`config.mk`:
```
export PLATFORM = sky130hd
export DESIGN_NAME = i2c_status_tracker
export DESIGN_NICKNAME = d
export VERILOG_FILES = /design/src/rtl/i2c_status_pkg.sv /design/src/rtl/i2c_active_flag.sv /design/src/rtl/i2c_sticky_bank.sv /design/src/rtl/i2c_status_tracker.sv
export SDC_FILE = /design/constraint.sdc
export NUM_CORES = 1
export LEC_CHECK = 0
export BUFFER_PORTS_ARGS = -buffer_cell sky130_fd_sc_hd__buf_2
export CAP_MARGIN = 20
export CELL_PAD_IN_SITES_DETAIL_PLACEMENT = 1
export CELL_PAD_IN_SITES_GLOBAL_PLACEMENT = 1
export CORE_MARGIN = 4
export CORE_UTILIZATION = 23
export CTS_CLUSTER_SIZE = 14
export DETAILED_ROUTE_END_ITERATION = 12
export PLACE_DENSITY_LB_ADDON = 0.1
export SYNTH_ARGS = -nofsm -noshare
export SYNTH_HDL_FRONTEND = slang
export SYNTH_SLANG_ARGS = --single-unit
```
`constraint.sdc`:
```
create_clock -name clk -period 1.4 [get_ports clk]
set_input_delay 0.07 -clock clk [delete_from_list [all_inputs] [get_ports clk]]
set_output_delay 0.07 -clock clk [all_outputs]
set_load 0.1 [all_outputs]
```
`src/rtl/i2c_status_pkg.sv`:
```
package i2c_status_pkg;
  localparam int FLAG_W   = 9;
  localparam int F_START  = 0;
  localparam int F_STOP   = 1;
  localparam int F_SCLTO  = 2;
  localparam int F_CCTO   = 3;
  localparam int F_HCTO   = 4;
  localparam int F_FRAME  = 5;
  localparam int F_CRC    = 6;
  localparam int F_COLL   = 7;
  localparam int F_NACKE  = 8;
  localparam int ERR_LO   = F_SCLTO;
  localparam int ERR_HI   = F_NACKE;
  localparam logic [FLAG_W-1:0] ERR_MASK =
    FLAG_W'(((1 << (ERR_HI - ERR_LO + 1)) - 1) << ERR_LO);
endpackage

```
`src/rtl/i2c_active_flag.sv`:
```
module i2c_active_flag #(
  parameter int SET_N = 1,
  parameter int CLR_N = 1
) (
  input  logic             clk,
  input  logic             rst,
  input  logic [SET_N-1:0] set_src,
  input  logic [CLR_N-1:0] clr_src,
  output logic             active
);
  logic any_set, any_clr;

  always_comb begin
    any_set = |set_src;
    any_clr = |clr_src;
  end

  always_ff @(posedge clk) begin
    if (rst)          active <= 1'b0;
    else if (any_clr) active <= 1'b0;
    else if (any_set) active <= 1'b1;
  end
endmodule

```
`src/rtl/i2c_sticky_bank.sv`:
```
module i2c_sticky_bank #(
  parameter int W = 9
) (
  input  logic         clk,
  input  logic         rst,
  input  logic [W-1:0] hw_set,
  input  logic         clr_we,
  input  logic [W-1:0] clr_mask,
  output logic [W-1:0] q,
  output logic [W-1:0] q_nxt
);
  for (genvar i = 0; i < W; i++) begin : g_bit
    always_comb begin
      if (hw_set[i])                   q_nxt[i] = 1'b1;
      else if (clr_we && clr_mask[i])  q_nxt[i] = 1'b0;
      else                             q_nxt[i] = q[i];
    end

    always_ff @(posedge clk) begin
      if (rst) q[i] <= 1'b0;
      else     q[i] <= q_nxt[i];
    end
  end
endmodule

```
`src/rtl/i2c_status_tracker.sv`:
```
module i2c_status_tracker
  import i2c_status_pkg::*;
(
  input  logic              clk,
  input  logic              rst,
  input  logic              bus_start,
  input  logic              bus_stop,
  input  logic              cli_addr_match,
  input  logic              cli_miss_10b,
  input  logic              cli_miss_rs,
  input  logic              cli_nack,
  input  logic              cli_crc_idle,
  input  logic              host_start,
  input  logic              host_stop_done,
  input  logic              err_bus_coll,
  input  logic              err_scl_to,
  input  logic              err_cli_cto,
  input  logic              err_host_cto,
  input  logic              err_frame,
  input  logic              err_crc,
  input  logic              err_nack,
  input  logic              sw_clr_we,
  input  logic [FLAG_W-1:0] sw_clr_mask,
  output logic              cli_active,
  output logic              host_active,
  output logic [FLAG_W-1:0] flags,
  output logic              err_any
);
  localparam int CLI_CLR_N  = 7;
  localparam int HOST_CLR_N = 2;

  logic [CLI_CLR_N-1:0]  cli_clr;
  logic [HOST_CLR_N-1:0] host_clr;
  logic [FLAG_W-1:0]     hw_set;
  logic [FLAG_W-1:0]     flags_nxt;

  always_comb begin
    cli_clr  = {bus_stop, err_scl_to, err_bus_coll, cli_nack,
                cli_miss_10b, cli_miss_rs, cli_crc_idle};
    host_clr = {err_bus_coll, host_stop_done};
    hw_set          = '0;
    hw_set[F_START] = bus_start;
    hw_set[F_STOP]  = bus_stop;
    hw_set[F_SCLTO] = err_scl_to;
    hw_set[F_CCTO]  = err_cli_cto;
    hw_set[F_HCTO]  = err_host_cto;
    hw_set[F_FRAME] = err_frame;
    hw_set[F_CRC]   = err_crc;
    hw_set[F_COLL]  = err_bus_coll;
    hw_set[F_NACKE] = err_nack;
  end

  i2c_active_flag #(.SET_N(1), .CLR_N(CLI_CLR_N)) u_cli (
    .clk(clk), .rst(rst), .set_src(cli_addr_match),
    .clr_src(cli_clr), .active(cli_active)
  );

  i2c_active_flag #(.SET_N(1), .CLR_N(HOST_CLR_N)) u_host (
    .clk(clk), .rst(rst), .set_src(host_start),
    .clr_src(host_clr), .active(host_active)
  );

  i2c_sticky_bank #(.W(FLAG_W)) u_bank (
    .clk(clk), .rst(rst), .hw_set(hw_set), .clr_we(sw_clr_we),
    .clr_mask(sw_clr_mask), .q(flags), .q_nxt(flags_nxt)
  );

  always_ff @(posedge clk) begin
    if (rst) err_any <= 1'b0;
    else     err_any <= |(flags_nxt & ERR_MASK);
  end
endmodule

```
* Word level (Yosys, flattened, before mapping)
Cells that the tools add are included.
W data, S select, Z words.
** Word-level totals
- Flip-flop bits (word level) :: 12
** Operators by class
- Multiplexer cells :: 18
- Reductions and logical operators :: 14
** Operators with widths (number)
- $mux W1 :: 18
- $logic_and A1 B1 Y1 :: 9
- $reduce_or A8 Y1 :: 1
- $reduce_or A7 Y1 :: 1
- $reduce_bool A2 Y1 :: 2
- $reduce_or A3 Y1 :: 1

* Depth between registers and ports, before layout
Gate-level depths: netlist of run 1.
- Depth in word-level cells :: 4
- Depth in mapped cells :: 4
- Gate-level depth less buffers :: 3

* Hierarchy
A second synthesis of run 1 with hierarchy kept.
** Unflattened totals
- Cell total of the unflattened synthesis :: 68
- Area total of the unflattened synthesis :: 654.4 um^2
** Modules (own cells, without submodules)
- i2c_sticky_bank :: times used 1, cells an instance 57, area an instance 520.5 um^2, sequential area each 180.2 um^2
- i2c_active_flag at u_cli :: times used 1, cells an instance 4, area an instance 55.1 um^2, sequential area each 20.0 um^2
- i2c_status_tracker :: times used 1, cells an instance 4, area an instance 42.5 um^2, sequential area each 20.0 um^2
- i2c_active_flag at u_host :: times used 1, cells an instance 3, area an instance 36.3 um^2, sequential area each 20.0 um^2

* Least setup slack after synthesis of run 1
No wires, ideal clock.
- Path type :: flip-flop to flip-flop
- Start point :: reg u_bank.q[2]
- End point :: reg err_any
- Arrival :: 1.511 ns
- Required time :: 1.319 ns
- Setup slack :: -0.192 ns
- Stages on the path, launching flop included :: 4
- Path buffers :: 0
- Clock period less this slack :: 1.592 ns
- Cells stage by stage :: dfxtp_1 -> a21boi_1 -> a2111oi_1 -> a41oi_1
** Between the ends
- Word-level cells in the longest chain between the ends :: 3
** RTL lines
- from (decl) :: line i2c_sticky_bank.sv:9 : output logic [W-1:0] q,
- from (signal, indexed assignment) :: line i2c_sticky_bank.sv:21 : else q[i] <= q_nxt[i];
- $mux W1 :: line i2c_sticky_bank.sv:15 : else if (clr_we && clr_mask[i]) q_nxt[i] = 1'b0;
- $mux W1 :: line i2c_sticky_bank.sv:14 : if (hw_set[i]) q_nxt[i] = 1'b1;
- $reduce_or A7 Y1 :: line i2c_status_tracker.sv:70 : else err_any <= |(flags_nxt & ERR_MASK);
- to (signal assigned) :: line i2c_status_tracker.sv:70
- to (decl) :: line i2c_status_tracker.sv:27 : output logic err_any
No other way between the ends.
A chain may end at the register's enable or synchronous reset.

* Worst setup path in the final report of run 1
- Start point :: in host_stop_done
- End point :: reg u_host.active
** Between the ends
- Word-level cells in the longest chain between the ends :: 1
** RTL lines
- from (decl) :: line i2c_status_tracker.sv:14 : input logic host_stop_done,
- $reduce_or A3 Y1 (no line)
- to (signal assigned) :: line i2c_active_flag.sv:19 : if (rst) active <= 1'b0;
- to (signal assigned) :: line i2c_active_flag.sv:20 : else if (any_clr) active <= 1'b0;
- to (signal assigned) :: line i2c_active_flag.sv:21 : else if (any_set) active <= 1'b1;
- to (decl) :: line i2c_active_flag.sv:9 : output logic active
No other way between the ends.

==> reports/summary.txt, run 1 <==
status - finished clean
core footprint - 0.00178 mm2
CP max-delay cell - dlygate4sd3_1
Port Buffers - 39
final worst slack - 0.145 ns
Logic pwr share - 0.286
RSZ-0062 raised after global routing - false
Area after DPL - 666 um2
non-filler cells, final - 120
drt pass-1 iters - 2
main combinational cell family by area after synthesis - compound AO/OA/AOI/OAI gates
io pins - 40
crit path launch - host_stop_done
P_int - 585 uW
YS warnings - 0
grt total ovfl - 0
Fin. Hold Viols - 0
first-pass GRT wire length - 2.26 mm
Clock Skew - 0.000714 ns
Die W - 52.1 um
Period minus WS final - 1.26 ns
Synth area leader - dfxtp_1
mux cell area share after synthesis - 0
Worst Setup Start Kind - input pin
Compound-Gate Fraction of Synth Area - 0.216
syn_nets - 79
Reg clk slew, reported paths - 0.08 ns
largest net degree at the start of global routing - 13
Antenna Cells - 0
Layout area overhead - 63.9%
hold_buf cts - 3
worst slew pin tran - 0.496 ns
DR WL/cell - 11.6 um
Post-Synth Simple-Gate Area - 0.213
CP Cell Sequence - dlygate4sd3_1 -> buf_2 -> nor4_1 -> dlygate4sd3_1
TritonCTS clock tree - built
crit path DAT - 1.48 ns
Synth Area in XOR/XNOR - 0
power per cell area - 1250 mW/mm2
crit-path max FO - 1
number of synthesized register bits - 12
sequential area share after synthesis - 0.538
Tot Pwr - 918 uW
FF-to-FF Start - u_bank.q[7]
synthesized instance count - 51
Max Buffers Root-to-Sink - 2
vias in the first global route - 531
count leader, synth - nor2_1
synth cell count leaders - 14 x nor2_1, 12 x dfxtp_1, 6 x a21oi_1, 6 x nand2_1
Final Wtd Congestion - 0.632
clk sink count - 12
worst slack at placement - 0.206 ns
post_cts resized - 0
Die Height - 52.1 um
clock share of power - 0.306
worst min path class - in2reg
placed insts - 113
H-tree Lvls - 1
Psw - 333 uW
post-synthesis area per instance - 8.76 um2
Post-Synth Adder-Cell Area - 0
die area - 0.00271 mm2
relative slew slack - 0.671
GRT Util Overall - 0.114
layout cells sized above 1 - 0.516
biggest cell delay along the critical path - 0.57 ns
setup violators final - 0
initial antenna violation count - 0
Worst IR Drop VDD - 0.501 mV
post-synthesis cell type count - 12
Leak - 0.362 nW
Final ANT Viol Nets - 0
Most used DFF post-synth - dfxtp_1
Critical Path End Type - flip-flop
via count - 527
WS Path Type - in2reg
fmax - 0.797 GHz
top cells by area, synth - dfxtp_1 54%, nor2_1 12%, a2111oi_1 6.7%
Max Slew Vio Count - 0
DRC errors left - 0
root buffer cell - clkbuf_4
final core occ - 0.411
initial DRC count - 2
Netlist Area Pre-Place - 447 um2
Starting Density - 0.251
Seq pwr share - 0.408
Max Cap Viol - 0
final WL - 1.39 mm
Synth async-reset ratio - 0
Filler cells - 240
Req. time, crit path - 1.62 ns
Design Area, Final - 732 um2
fin crit share - 0.897
Sw Share - 0.362
fin nets - 124
Min Hold Slack - 0.00793 ns
number of vias per cell - 4.39
TritonCTS Buffers - 3
Post-synth EDFFs - 0
Fin Setup TNS - 0 ns
Yosys top cell area share - 0.538
Hold Startpoint - err_host_cto
FP Rows - 15
setup bufs post-CTS - 0
clock latency on the worst-skew pair - 0.27 ns
Top cell by count, worst path - dlygate4sd3_1
==> cell families after synthesis <==
family          Yosys count
flops                    12
simple gates             23
compound gates           14
buf+inv                   2
==> sequential cells by signal, indices dropped and copies added (netlist names) <==
| signal | cells |
|---|---|
| err_any | 1 |
| u_bank.q | 9 |
| u_cli.active | 1 |
| u_host.active | 1 |
==> power by group through the flow <==
| stage | clock network, mW | logic, mW | registers, mW |
|---|---|---|---|
| 2_1_floorplan | 0 | 0.0409 | 0.534 |
| 3_5_place_dp | 0 | 0.260 | 0.383 |
| 6_report | 0.281 | 0.263 | 0.374 |
| 4_1_cts | 0.291 | 0.265 | 0.375 |
| 3_3_place_gp | 0 | 0.258 | 0.382 |
| 5_1_grt | 0.308 | 0.278 | 0.378 |
==> cells in the final DEF (no fill, tap or decap), types with 2 or more instances in the layout <==
cell type	Yosys	final
dlygate4sd3_1	0	3
a2111oi_1	3	3
clkbuf_4	0	3
a21boi_1	3	3
nand2_1	6	6
a21oi_1	6	6
dfxtp_2	0	6
nor2_1	14	14
dfxtp_1	12	6
buf_2	0	39
nor4_1	2	2
==> area by class of cell <==
class	instances	area, um2	area share
clock buffer	4	36.3	0.0496
multi-input combinational	37	191	0.262
sequential	12	248	0.338
tap	25	31.3	0.0427
timing repair buffer	42	225	0.308
==> worst paths after layout <==
kind	end	slack, ns	cells after the start
worst max-delay path	u_host.active	0.14	4
worst min-delay path	u_bank.q[4]	0.008	3
worst max register to register	err_any	0.22	3
worst min register to register	u_bank.q[0]	0.49	2
==> critical path, delay by kind of cell <==
kind / cells / cell delay [ns]
AND/OR/NAND/NOR: 1 / 0.19
buffers and inverters: 3 / 1.22
==> metal layers <==
layer	vias up	part of all wire	GRT usage
met4	0	0.014	0.0524
met3	2	0.10	0.0430
met2	28	0.47	0.192
met5	-	0	0
met1	231	0.41	0.125
li1	266	-	-
Note: power is estimated with default switching activity, not from simulation.
==> run 2: changes to the inputs <==
clock period = 1.36 ns   (was 1.4 ns; I/O delays follow)
==> run 2 against run 1 <==
  * Non-clock buffer count shrank 2
  * First-iteration DRC count down 100%
  * Largest power group unchanged
  * Power increased by 1.4%
  * Clock power about the same
  * Setup slack improved by 0.011 ns
  * Core utilization fell by 1.1 points
==> reports/summary.txt, run 2 (synthesis results as in run 1) <==
die area - 0.00271 mm2 (unchanged)
layout cells sized above 1 - 0.527 (+0.0111)
Final ANT Viol Nets - 0 (unchanged)
number of vias per cell - 4.41 (+0.34%)
Max Slew Vio Count - 0 (unchanged)
Clock Skew - 0.000442 ns (-0.000272 ns)
clock share of power - 0.299 (-0.007)
fin nets - 122 (-1.6%)
Seq pwr share - 0.414 (+0.006)
RSZ-0062 raised after global routing - false
most frequent cells in the layout - 39 x buf_2, 14 x nor2_1
post_cts resized - 0 (unchanged)
hold_buf cts - 1 (-2)
Worst IR Drop VDD - 0.667 mV (+33%)
Fin. Hold Viols - 0 (unchanged)
status - finished clean
Max Buffers Root-to-Sink - 2 (unchanged)
Tot Pwr - 931 uW (+1.4%)
P_int - 599 uW (+2.4%)
clk sink count - 12 (unchanged)
H-tree Lvls - 1 (unchanged)
Max Cap Viol - 0 (unchanged)
via count - 520 (-1.3%)
FP Rows - 15 (unchanged)
worst slack at placement - 0.178 ns (-0.0281 ns)
core footprint - 0.00178 mm2 (unchanged)
power per cell area - 1310 mW/mm2 (+4.2%)
fmax - 0.830 GHz
io pins - 40 (unchanged)
Fin Setup TNS - 0 ns (unchanged)
drt pass-1 iters - 1 (-1)
relative slew slack - 0.672 (about the same)
TritonCTS clock tree - built
first-pass GRT wire length - 2.17 mm (-3.7%)
grt total ovfl - 0 (unchanged)
vias in the first global route - 535 (+0.75%)
TritonCTS Buffers - 3 (unchanged)
Reg clk slew, reported paths - 0.08 ns (about the same)
Logic pwr share - 0.286 (about the same)
leading cell type in the layout, fill and taps excluded - buf_2
Worst Setup Start Kind - flip-flop
worst min path class - in2reg
Layout area overhead - 59.4%
Critical Path End Type - flip-flop
Psw - 331 uW (-0.41%)
Period minus WS final - 1.20 ns
Sw Share - 0.356 (-0.00638)
Final Wtd Congestion - 0.667 (+5.5%)
Filler cells - 226 (-5.8%)
Antenna Cells - 0 (unchanged)
Die W - 52.1 um (unchanged)
crit-path max FO - 2 (+1)
clock latency on the worst-skew pair - 0.26 ns (about the same)
DR WL/cell - 11.4 um (-1.7%)
Port Buffers - 39 (unchanged)
final WL - 1.35 mm (-3.4%)
fin crit share - 0.886
worst slew pin tran - 0.495 ns (-0.000787 ns)
root buffer cell - clkbuf_4
Leak - 0.351 nW (-3.0%)
Starting Density - 0.251 (unchanged)
initial antenna violation count - 0 (unchanged)
GRT Util Overall - 0.110 (-0.00372)
DRC errors left - 0 (unchanged)
largest net degree at the start of global routing - 13 (unchanged)
crit path DAT - 1.34 ns (-0.14 ns)
Largest register FFs - 9 (unchanged)
setup violators final - 0 (unchanged)
final worst slack - 0.156 ns (+0.0109 ns)
Biggest register - u_bank.q
Req. time, crit path - 1.49 ns (-0.13 ns)
WS Path Type - reg2reg
setup bufs post-CTS - 0 (unchanged)
initial DRC count - 0 (-2)
Die Height - 52.1 um (unchanged)
[run 2: cell count changes in the layout (fill, tap and decap cells not counted)]
| cell | before | now |
|---|---|---|
| dlygate4sd3_1 | 3 | 1 |
[run 2: routing by layer]
metal / wire length, um / vias up / GRT usage
li1: - / 265 / -
met1: 589 / 229 / 0.130
met2: 601 / 26 / 0.172
met3: 156 / 0 / 0.0458
met4: 0 / 0 / 0.0524
met5: 0 / - / 0
[run 2: metrics by stage]
step,hold WS (ns),instance area [um2],instances,utilization
after floorplan,0.144,454,51,-
after global placement,0.234,666,113,0.373
after detailed placement,0.233,666,113,0.373
after CTS,0.00510,712,118,0.399
after global routing,0.0185,712,118,0.399
final,0.0116,712,118,0.399
[run 2: area by class of cell]
type                            count  area, um2  share of cell area
Clock buffer                        4       36.3              0.0510
Multi-Input combinational cell     37        191               0.269
Sequential cell                    12        248               0.348
Tap cell                           25       31.3              0.0439
Timing Repair Buffer               40        205               0.288
[run 2: worst paths after layout]
check / startpoint / end / slack, ns / depth (start not counted)
max: u_bank.q[2] / err_any / 0.16 / 3
min reg2reg: u_host.active / u_host.active / 0.49 / 2
max reg2reg: u_bank.q[2] / err_any / 0.16 / 3
min: bus_start / u_bank.q[0] / 0.01 / 3
[run 2: worst max-delay path, cell delays in order (launching register included)]
cell and delay, ns:
dfxtp_2 0.32, a21boi_1 0.13, a2111oi_1 0.46, a41oi_1 0.16
[run 2: power groups by stage]
stage / Combinational, mW / Sequential [mW] / Clock, mW
3_3_place_gp: 0.265 / 0.394 / 0
4_1_cts: 0.270 / 0.386 / 0.293
3_5_place_dp: 0.267 / 0.394 / 0
2_1_floorplan: 0.0421 / 0.549 / 0
6_report: 0.267 / 0.385 / 0.279
5_1_grt: 0.283 / 0.388 / 0.317
